$ cat config.mk
export PLATFORM = sky130hd
export DESIGN_NAME = cmp_match_timer
export DESIGN_NICKNAME = d
export VERILOG_FILES = /design/src/rtl/cmt_pkg.sv /design/src/rtl/cmt_prescaler.sv /design/src/rtl/cmt_counter.sv /design/src/rtl/cmt_flag.sv /design/src/rtl/cmp_match_timer.sv
export SDC_FILE = /design/constraint.sdc
export NUM_CORES = 1
export LEC_CHECK = 0
export BUFFER_PORTS_ARGS = -buffer_cell sky130_fd_sc_hd__buf_2
export CAP_MARGIN = 20
export CELL_PAD_IN_SITES_DETAIL_PLACEMENT = 2
export CELL_PAD_IN_SITES_GLOBAL_PLACEMENT = 2
export CORE_AREA = 2 2 94 96
export DETAILED_ROUTE_END_ITERATION = 6
export DIE_AREA = 0 0 96 98
export PLACE_DENSITY = 0.86
export SLEW_MARGIN = 15
export SYNTH_ARGS = -nofsm -noshare
export SYNTH_HDL_FRONTEND = slang
export SYNTH_HIERARCHICAL = 1
export SYNTH_SLANG_ARGS = --single-unit
$ cat constraint.sdc
create_clock -name clk -period 2 [get_ports clk]
set_input_delay 0.3 -clock clk [delete_from_list [all_inputs] [get_ports clk]]
set_output_delay 0.3 -clock clk [all_outputs]
set_load 0.01 [all_outputs]
$ cat src/rtl/cmt_pkg.sv
package cmt_pkg;
  localparam int CSR_W     = 8;
  localparam int SEL_W     = 2;
  localparam int FLAG_BIT  = 7;
  localparam int IE_BIT    = 6;
  localparam int MAX_SHIFT = 6;

  typedef enum logic [SEL_W-1:0] {
    SEL_DIV4  = 2'b00,
    SEL_DIV8  = 2'b01,
    SEL_DIV16 = 2'b10,
    SEL_DIV64 = 2'b11
  } sel_e;

  // log2 of the division ratio picked by the select field
  function automatic int div_shift(input sel_e sel);
    case (sel)
      SEL_DIV4:  return 2;
      SEL_DIV8:  return 3;
      SEL_DIV16: return 4;
      default:   return 6;
    endcase
  endfunction

  // counter next value on a tick: reload on match, else step
  function automatic logic [15:0] next_count(input logic [15:0] cur, input logic hit);
    return hit ? 16'd0 : cur + 16'd1;
  endfunction
endpackage

$ cat src/rtl/cmt_prescaler.sv
module cmt_prescaler #(
  parameter int PRE_W = 6
) (
  input  logic             clk,
  input  logic             rst_n,
  input  logic             run,
  input  cmt_pkg::sel_e    sel,
  output logic             tick
);
  logic [PRE_W-1:0] pre;
  logic [PRE_W-1:0] mask;

  always_comb begin
    mask = PRE_W'((1 << cmt_pkg::div_shift(sel)) - 1);
    tick = run && ((pre & mask) == mask);
  end

  always_ff @(posedge clk or negedge rst_n) begin
    if (!rst_n)   pre <= '0;
    else if (run) pre <= pre + 1'b1;
    else          pre <= '0;
  end
endmodule

$ cat src/rtl/cmt_counter.sv
module cmt_counter #(
  parameter int CNT_W = 16
) (
  input  logic             clk,
  input  logic             rst_n,
  input  logic             tick,
  input  logic             wr_en,
  input  logic [CNT_W-1:0] wr_data,
  input  logic [CNT_W-1:0] cmp,
  output logic [CNT_W-1:0] cnt,
  output logic             eq,
  output logic             match_evt
);
  assign eq        = (cnt == cmp);
  assign match_evt = tick && eq && !wr_en;

  always_ff @(posedge clk or negedge rst_n) begin
    if (!rst_n)     cnt <= '0;
    else if (wr_en) cnt <= wr_data;
    else if (tick)  cnt <= CNT_W'(cmt_pkg::next_count(16'(cnt), eq));
  end
endmodule

$ cat src/rtl/cmt_flag.sv
module cmt_flag (
  input  logic clk,
  input  logic rst_n,
  input  logic rd_stb,
  input  logic wr_stb,
  input  logic wr_flag_bit,
  input  logic match_evt,
  output logic flag,
  output logic armed
);
  logic clear_ok;
  assign clear_ok = wr_stb && !wr_flag_bit && armed;

  always_ff @(posedge clk or negedge rst_n) begin
    if (!rst_n) begin
      flag  <= 1'b0;
      armed <= 1'b0;
    end else begin
      if (match_evt)     flag <= 1'b1;
      else if (clear_ok) flag <= 1'b0;
      if (wr_stb)                 armed <= 1'b0;
      else if (rd_stb && flag)    armed <= 1'b1;
    end
  end
endmodule

$ cat src/rtl/cmp_match_timer.sv
module cmp_match_timer #(
  parameter int CNT_W = 16
) (
  input  logic             clk,
  input  logic             rst_n,
  input  logic             run,
  input  logic             csr_re,
  input  logic             csr_we,
  input  logic [7:0]       csr_wdata,
  output logic [7:0]       csr_rdata,
  input  logic             cnt_we,
  input  logic [CNT_W-1:0] cnt_wdata,
  output logic [CNT_W-1:0] cnt_q,
  input  logic             cmp_we,
  input  logic [CNT_W-1:0] cmp_wdata,
  output logic [CNT_W-1:0] cmp_q,
  output logic             flag,
  output logic             irq
);
  import cmt_pkg::*;
  localparam int PRE_W = MAX_SHIFT;

  sel_e sel;
  logic irq_en;
  logic tick, eq, match_evt, armed;
  logic unused_wbits;
  assign unused_wbits = ^csr_wdata[5:2];

  always_ff @(posedge clk or negedge rst_n) begin
    if (!rst_n) begin
      sel    <= SEL_DIV4;
      irq_en <= 1'b0;
      cmp_q  <= '1;
    end else begin
      if (csr_we) begin
        sel    <= sel_e'(csr_wdata[SEL_W-1:0]);
        irq_en <= csr_wdata[IE_BIT];
      end
      if (cmp_we) cmp_q <= cmp_wdata;
    end
  end

  cmt_prescaler #(.PRE_W(PRE_W)) u_pre (
    .clk(clk), .rst_n(rst_n), .run(run), .sel(sel), .tick(tick)
  );

  cmt_counter #(.CNT_W(CNT_W)) u_cnt (
    .clk(clk), .rst_n(rst_n), .tick(tick), .wr_en(cnt_we),
    .wr_data(cnt_wdata), .cmp(cmp_q), .cnt(cnt_q), .eq(eq),
    .match_evt(match_evt)
  );

  cmt_flag u_flag (
    .clk(clk), .rst_n(rst_n), .rd_stb(csr_re), .wr_stb(csr_we),
    .wr_flag_bit(csr_wdata[FLAG_BIT]), .match_evt(match_evt),
    .flag(flag), .armed(armed)
  );

  assign irq       = flag && irq_en;
  assign csr_rdata = {flag, irq_en, 4'b0000, sel};
endmodule

==> reports/results.txt, run 1 <==
Slew HR: 53.8%
VDD IR max: 242 uV
Reg2reg setup slack: 0.16 ns
Cts bufs inserted: 5
First-pass GRT wire length: 13,000 um
Reg2reg start: cmp_q[15]
DIE AREA: 0.00941 sq mm
WL final: 8230 um
Status: completed
Clock skew: 0.0107 ns
Syn-to-layout area delta: 24.6%
Critical path's slowest cell: dfstp_2
Fin nets: 359
WS Path Type: flop to flop
Sum of buffers and inverters on the critical path: 1
GRT Total Usage: 18.5%
Register bit total from synthesis: 43
Worst stage delay on the critical path: 0.55 ns
Unrepaired setup endpoints after global routing: false
Min-delay worst type: input pin to asynchronous set/reset pin
Yosys warns: 6
Dpl cells: 410
Sw power: 0.000672 W
H-tree Lvls: 2
Setup Viol. Count Final: 0
Gp weighted congestion: 0.835
CP Capture Type: flop
Final period util: 91.9%
Initial antenna violation count: 0
Sequential Power Share: 50.2%
Clock share of power: 25.8%
Non-Filler Instances: 418
Critical-path cell list: xnor2_1, nand4_1, nor4_4, buf_12, and3b_2, a21o_1
Layout cells sized above 1: 48.1%
DR WL/cell: 19.7 um
Clock slew at reported path FFs: 0.08 ns
CP Launch Type: flop
HPWL Detailed: 6310 um
Initial Util: 29.9%
Slew Viols, Final: 0
Site Rows: 34
Reg2Reg Depth: 6
Worst-Skew Late Latency: 0.30 ns
Final min period: 1.84 ns
CTS tree: yes
Clock tree buffer depth: 2
Mapped Area: 0.00253 sq mm
Sw Ratio: 31.4%
Pre-antenna DRT Iters: 4
Worst R2R End: u_flag/flag
Pint: 0.00147 W
Grt ovf: 0
Required time worst endpoint: 2.25 ns
Top delay family on crit path: simple AND/OR/NAND/NOR gates
Mean post-synth cell area: 11.2 sq um
Multi-input gate area: 0.00130 sq mm
DR vias: 2,082
Clock Tree Root: clkbuf_8
I/O Buffers: 80
Leakage: 1.36 nW
Final ANT Viol Nets: 0
Slew @ Worst Pin: 0.693 ns
CTS Hold Bufs: 0
Pwr Density: 677 mW/mm^2
Cells after synthesis: 226
DR vias/cell: 4.98
Core ar.: 0.00847 sq mm
Sequential area share after synthesis: 43.3%
Setup bufs post-CTS: 0
Overall Power: 0.00214 W
DIE HEIGHT: 98 um
Die W: 96 um
Number of DRC markers in iteration 0: 52
Ant. Diodes: 0
Remaining DRCs: 0
FF/Latch Area: 0.00110 sq mm
Vias in the first global route: 2,318
Largest net degree at the start of global routing: 36
Combinational share of power: 24.1%
Library cells used by synthesis: 41
Crit path DAT: 2.08 ns
FMAX: 0.544 GHz
Clock tree sinks: 43
Endpoints failing hold: 0
Critical path peak fanout: 17
Max Cap Violations: 0
# IOs: 89
Fill cell count: 936
Setup TNS Final: 0 ns
==> through the flow <==
| stage | hold slack (ns) | util, % | setup slack, ns | area [sq um] |
|---|---|---|---|---|
| floorplan | 0.00441 | - | 0.200 | 2540 |
| global placement | 0.378 | 36.2 | 0.263 | 3070 |
| detailed placement | 0.386 | 36.2 | 0.154 | 3070 |
| CTS | 0.0561 | 37.2 | 0.122 | 3150 |
| global route | 0.0656 | 37.3 | 0.0464 | 3160 |
| finish | 0.0358 | 37.3 | 0.163 | 3160 |
==> synthesized netlist by cell type (all sizes together) <==
library cell / count / area share, %
nand2b: 2 / 0.49
dfstp: 16 / 17
and3b: 1 / 0.40
or4b: 1 / 0.40
a311oi: 1 / 0.35
nor3b: 15 / 4.4
a21o: 1 / 0.30
mux2: 19 / 9.9
and3: 1 / 0.30
nor2b: 1 / 0.25
xnor2: 26 / 9.0
dfrtp: 27 / 27
nor4: 3 / 1.8
and2: 6 / 1.5
inv: 3 / 0.44
and4: 2 / 0.74
ha: 3 / 1.5
clkbuf: 8 / 1.2
nand4: 9 / 2.8
nor2: 6 / 0.89
nand3: 8 / 1.8
o21ai: 2 / 0.54
nand2: 6 / 0.89
nand3b: 1 / 0.30
buf: 13 / 4.7
a21oi: 18 / 3.6
nor3: 3 / 0.59
o31ai: 15 / 4.4
conb: 1 / 0.15
xor2: 7 / 2.4
nor4b: 1 / 0.59
==> how the worst max path moves through the flow <==
stage,start,endpoint,cells after the start
after detailed placement,sel[1],u_cnt/cnt[14],7
final,cmp_q[15],u_flag/flag,6
after global routing,u_pre/pre[0],u_cnt/cnt[10],7
after CTS,sel[1],u_cnt/cnt[14],7
after global placement,sel[1],u_cnt/cnt[10],7
after floorplan,sel[1],u_cnt/cnt[10],7
==> flip-flops by register name, summed over array words and instances (netlist names) <==
signal,flops
irq_en,1
u_flag/flag,1
u_flag/armed,1
sel,2
u_pre/pre,6
u_cnt/cnt,16
cmp_q,16
==> cells in the final DEF (no fill, tap or decap), drive strengths merged <==
master,instances
a21o,1
a21oi,18
a311oi,1
and2,6
and3,1
and3b,1
and4,2
buf,94
clkbuf,6
clkinv,1
clkinvlp,1
conb,4
dfrtp,27
dfstp,16
ha,3
inv,3
mux2,19
nand2,6
nand2b,2
nand3,8
nand3b,1
nand4,9
nor2,6
nor2b,1
nor3,3
nor3b,15
nor4,3
nor4b,1
o21ai,2
o31ai,15
or4b,1
xnor2,26
xor2,7
==> timing repair <==
item                                   4_1_cts  5_1_grt
resized for setup                            0        2
endpoints found under the hold margin        0        0
setup endpoints to repair                    0        1
==> logic make-up (layout without fill, tap and decap cells) <==
| family | count (synthesis) | count (layout) | synth area share (%) |
|---|---|---|---|
| flops | 43 | 43 | 43.3 |
| fa+ha+maj | 3 | 3 | 1.48 |
| xor+xnor | 33 | 33 | 11.4 |
| mux | 19 | 19 | 9.93 |
| simple gates | 66 | 66 | 18.2 |
| buf+inv | 24 | 105 | 6.42 |
| compound gates | 37 | 37 | 9.19 |
| other cells | 1 | 4 | 0.148 |
==> power by group through the flow <==
stage / logic [W] / registers, W / clock network, W
after CTS: 0.000522 / 0.00107 / 0.000567
after detailed placement: 0.000511 / 0.00109 / 0
after floorplan: 0.000274 / 0.00109 / 0
final: 0.000515 / 0.00107 / 0.000551
after global routing: 0.000566 / 0.00109 / 0.000602
after global placement: 0.000479 / 0.00108 / 0
==> metal layers <==
layer / wire length, um / vias up / global-route usage [%]
met5: 0 / - / 0
met1: 3400 / 1060 / 23.4
li1: - / 960 / -
met2: 4440 / 56 / 32.6
met4: 80 / 0 / 4.29
met3: 312 / 6 / 2.70
==> cell type report <==
type	instances	share of cell area (%)
Clock buffer	6	2.30
Clock inverter	2	0.396
Inverter	3	0.357
Multi-Input combinational cell	162	41.1
Sequential cell	43	34.8
Tap cell	108	4.28
Timing Repair Buffer	94	16.8
Power figures use the tool's default switching activity.
==> inputs of run 2 (changes only) <==
- MAX_ROUTING_LAYER: default -> met4
- clock period: 2 -> 2.1 ns (I/O delays scaled with it)
==> run 2 against run 1 <==
Via count fell by 0.72%; cell area did not move; critical path type unchanged; largest power group unchanged; sequential share of layout area barely moved; final cell count did not move; sequential power fell by 5%; core utilization did not move; flip-flop and latch count did not move; non-clock buffer count did not move; critical endpoint unchanged; clock power rose by 19%; highest routed layer unchanged; clock skew rose by 0.0031 ns; setup slack improved by 0.12 ns; count of clock-buffer cells in the layout rose by 1.
==> reports/results.txt, run 2 (synthesis results as in run 1) <==
Status: completed
HPWL Detailed: 5930 um
Post-CTS sizing: 0
Core ar.: 0.00847 sq mm
Crit path DAT: 2.06 ns
Slew HR: 54.2%
Fill cell count: 932
Required time worst endpoint: 2.35 ns
Clock tree sinks: 43
Initial Util: 29.9%
I/O Buffers: 80
WL final: 7890 um
Number of DRC markers in iteration 0: 43
Hold Slack: 0.0444 ns
Worst stage delay on the critical path: 0.57 ns
Critical-path cell list: xnor2_1, nand4_1, nor4_4, buf_4, and3b_2, a21o_1
Pwr Density: 681 mW/mm^2
Vias in the first global route: 2,281
Most common cell after layout, fill and taps aside: buf_2
Endpoints failing hold: 0
Clock skew: 0.0138 ns
Leakage: 1.37 nW
Met1 Routed Length: 3400 um
Pre-antenna DRT Iters: 4
CTS tree: yes
PnR worst setup slack: 0.283 ns
CP Capture Type: flop
H-tree Lvls: 2
Commonest cells after routing, fill and taps aside: buf_2 (80), dfrtp_1 (27), xnor2_1 (26)
Layout cells sized above 1: 47.7%
Remaining DRCs: 0
Final ANT Viol Nets: 0
Post-route design area: 0.00316 sq mm
Setup TNS Final: 0 ns
Slew @ Worst Pin: 0.687 ns
Site Rows: 34
FF/Latch Area: 0.00110 sq mm
Routed wl met3: 317 um
Grt ovf: 0
Setup Viol. Count Final: 0
CTS Hold Bufs: 0
Gp weighted congestion: 0.809
Largest registers: cmp_q x16, u_cnt/cnt x16, u_pre/pre x6
Multi-input gate area: 0.00129 sq mm
DR vias/cell: 4.94
Clock tree buffer depth: 2
GRT Total Usage: 17.8%
Pre-CTS setup slack: 0.307 ns
Top delay family on crit path: simple AND/OR/NAND/NOR gates
Max Cap Violations: 0
DR vias: 2,067
VDD IR max: 258 uV
DR WL/cell: 18.9 um
WS Path Type: flop to flop
Met2 WL: 4070 um
Cts bufs inserted: 5
Highest Signal Layer: met4
Clock slew at reported path FFs: 0.09 ns
Ant. Diodes: 0
Clock Tree Root: clkbuf_8
Initial antenna violation count: 0
Setup bufs post-CTS: 0
DIE AREA: 0.00941 sq mm
Largest net degree at the start of global routing: 33
Syn-to-layout area delta: 24.6%
Final period util: 86.5%
Critical path peak fanout: 17
# IOs: 89
Critical path's slowest cell: dfstp_2
DIE HEIGHT: 98 um
Placement Cell Area: 0.00304 sq mm
FMAX: 0.550 GHz
Min-delay worst type: input pin to asynchronous set/reset pin
First-pass GRT wire length: 12,500 um
Fin nets: 359
Sum of buffers and inverters on the critical path: 1
Slew Viols, Final: 0
Final min period: 1.82 ns
CP Launch Type: flop
Unrepaired setup endpoints after global routing: false
Dpl cells: 410
Non-Filler Instances: 418
Worst-Skew Late Latency: 0.30 ns
Die W: 96 um
[run 2: changes by cell type in the layout (fill, tap and decap cells not counted), sizes merged]
cell	before	now
inv	3	4
clkinv	1	0
clkinvlp	1	0
clkbuf	6	7
[run 2: layer usage]
metal / global-route usage (%) / vias up
met5: - / -
met4: 4.51 / 0
met3: 2.47 / 8
met2: 29.9 / 59
met1: 22.3 / 1039
li1: - / 961
[run 2: worst reg2reg max path, cell delays in order, from the launching register on]
cell     delay (ns)
dfstp_2        0.57
xnor2_1        0.13
nand4_1        0.17
nor4_4         0.32
buf_4          0.28
and3b_2        0.22
a21o_1         0.08
[run 2: final timing paths]
kind                               start            end  slack, ns  depth (start not counted)
min in group clk           cnt_wdata[15]  u_cnt/cnt[15]       0.24                          3
min                                rst_n   u_flag/armed       0.04                          1
max                             cmp_q[0]    u_flag/flag       0.28                          6
max reg2reg                     cmp_q[0]    u_flag/flag       0.28                          6
max in group asynchronous          rst_n      cmp_q[13]       1.37                          2
min reg2reg                 u_flag/armed   u_flag/armed       0.53                          2
[run 2: area by class of cell]
cell class              count  share of cell area, %
well taps                 108                   4.28
repair buffers             94                   16.0
flip-flops and latches     43                   34.7
clock buffers               7                   3.41
inverters                   3                  0.357
multi-input cells         162                   40.9
clock inverters             1                  0.277
[run 2: per-stage QoR]
step	total power [W]	util, %
after floorplan	0.00130	-
after global placement	0.00148	35.9
after detailed placement	0.00151	35.9
after CTS	0.00218	37.3
after global routing	0.00226	37.3
final	0.00215	37.3
[run 2: where the power goes]
group,leakage [nW],total [W],switching [W],internal (W)
Clock,0.0600,0.000656,0.000312,0.000344
Combinational,0.804,0.000472,0.000234,0.000238
Sequential,0.507,0.00102,0.0000994,0.000923
Total,1.37,0.00215,0.000646,0.00150
==> inputs of run 3 (changes only) <==
==> constraint.sdc (replaced) <==
create_clock -name clk -period 2.1 [get_ports clk]
set_input_delay 0.21 -clock clk [delete_from_list [all_inputs] [get_ports clk]]
set_output_delay 0.21 -clock clk [all_outputs]
set_load 0.01 [all_outputs]
==> run 3 against run 2 <==
The flow now finishes with violations (negative hold slack); highest routed layer unchanged; clock skew is 0.00062 ns lower; core utilization about the same; count of clock-buffer cells in the layout is 1 lower; critical path depth did not move; clock power rose by 18%; via count is 1.7% lower; flip-flop and latch count is the same; sequential share of layout area is essentially flat; cell area about the same; largest power group unchanged; maximum frequency is 3.0% lower.
==> reports/results.txt, run 3 (synthesis results as in run 1) <==
First-pass GRT wire length: 12,900 um
Reg2Reg Depth: 6
Required time worst endpoint: 2.35 ns
WL final: 7960 um
Pwr Density: 720 mW/mm^2
Post-CTS sizing: 0
CP Capture Type: flop
DIE AREA: 0.00941 sq mm
Min-delay worst type: input pin to asynchronous set/reset pin
Clock Tree Root: clkbuf_8
Critical path's slowest cell: dfrtp_1
Setup bufs post-CTS: 0
Fin nets: 357
Slew @ Worst Pin: 0.825 ns
Commonest cells after routing, fill and taps aside: buf_2 (80), dfrtp_1 (27), xnor2_1 (26)
VDD IR max: 257 uV
Final ANT Viol Nets: 0
Core Util, Final: 37.3%
Critical path peak fanout: 17
HPWL Detailed: 6190 um
DIE HEIGHT: 98 um
Reg2reg setup slack: 0.23 ns
Endpoints failing hold: 5
WS Path Type: flop to flop
Setup TNS Final: 0 ns
Ant. Diodes: 0
Reg2reg start: u_cnt/cnt[7]
H-tree Lvls: 2
Clock skew: 0.0132 ns
Largest registers: cmp_q x16, u_cnt/cnt x16, u_pre/pre x6
Die W: 96 um
Clock tree sinks: 43
Max Cap Violations: 0
Clock tree buffer depth: 2
Critical-path cell list: xnor2_1, nand4_1, nor4_4, buf_4, and3b_2, a21o_1
Fill cell count: 940
Gp weighted congestion: 0.804
Initial antenna violation count: 0
Setup Viol. Count Final: 0
Largest net degree at the start of global routing: 36
DR vias: 2,032
Grt ovf: 0
Unrepaired setup endpoints after global routing: false
Most common cell after layout, fill and taps aside: buf_2
CTS tree: yes
# IOs: 89
Number of DRC markers in iteration 0: 62
Pre-antenna DRT Iters: 4
GRT Total Usage: 18.5%
Syn-to-layout area delta: 24.6%
Site Rows: 34
Layout cells sized above 1: 47.1%
Worst stage delay on the critical path: 0.50 ns
DR vias/cell: 4.88
PnR worst setup slack: 0.226 ns
Leakage: 1.37 nW
Final min period: 1.87 ns
Vias in the first global route: 2,322
Slew Viols, Final: 0
Remaining DRCs: 0
CP Launch Type: flop
Violated checks: negative hold slack
Status: complete, but fails checks
Initial Util: 29.9%
Slew HR: 45.0%
FMAX: 0.534 GHz
Hold Slack: -0.00872 ns
Worst R2R End: u_flag/flag
Cts bufs inserted: 5
Worst-Skew Late Latency: 0.30 ns
Final period util: 89.2%
Crit path DAT: 2.12 ns
Core ar.: 0.00847 sq mm
I/O Buffers: 80
Clock slew at reported path FFs: 0.09 ns
CTS Hold Bufs: 0
Pre-CTS setup slack: 0.310 ns
DR WL/cell: 19.1 um
run 3: cell count changes in the layout (fill, tap and decap cells not counted), sizes merged:
cell / change
bufinv: +2
inv: -1
clkbuf: -1
buf: -2
run 3: worst max path at each step:
| stage | cells after the start | end | slack, ns | from |
|---|---|---|---|---|
| after floorplan | 7 | u_cnt/cnt[10] | 0.30 | sel[1] |
| after global placement | 6 | u_flag/flag | 0.38 | cmp_q[0] |
| after detailed placement | 6 | u_flag/flag | 0.31 | cmp_q[4] |
| after CTS | 6 | u_flag/flag | 0.22 | u_cnt/cnt[7] |
| after global routing | 6 | u_flag/flag | 0.11 | u_cnt/cnt[7] |
| final | 6 | u_flag/flag | 0.23 | u_cnt/cnt[7] |
run 3: final cells by class:
type | count | area, sq um | share of cell area, %
multi-input cells | 162 | 1290 | 40.9
flip-flops and latches | 43 | 1100 | 34.7
repair buffers | 92 | 490 | 15.5
well taps | 108 | 135 | 4.28
clock buffers | 6 | 72.6 | 2.30
clock inverters | 2 | 60.1 | 1.90
inverters | 3 | 11.3 | 0.357
run 3: routing by layer:
| metal | track usage (%) | share of wire, % | vias up |
|---|---|---|---|
| li1 | - | - | 955 |
| met1 | 22.9 | 43 | 1019 |
| met2 | 31.3 | 52 | 49 |
| met3 | 2.55 | 3.4 | 9 |
| met4 | 5.16 | 1.6 | 0 |
| met5 | - | 0 | - |
run 3: metrics by stage:
stage | total power (W) | area, sq um | instances
after floorplan | 0.00130 | 2540 | 229
after detailed placement | 0.00152 | 3030 | 408
final | 0.00227 | 3160 | 416
after global routing | 0.00239 | 3160 | 416
after global placement | 0.00148 | 3030 | 408
after CTS | 0.00230 | 3160 | 416
run 3: where the power goes:
part / switching (W) / internal, W
Sequential: 0.000102 / 0.000923
Clock: 0.000298 / 0.000476
Combinational: 0.000238 / 0.000235
Total: 0.000639 / 0.00163
run 3: critical path: cells and delay by family, from the launching register on:
kind,cells,cell delay [ns]
AND/OR/NAND/NOR,3,0.69
buffers and inverters,1,0.27
AO/OA/AOI/OAI,1,0.07
XOR/XNOR,1,0.28
flip-flops,1,0.50
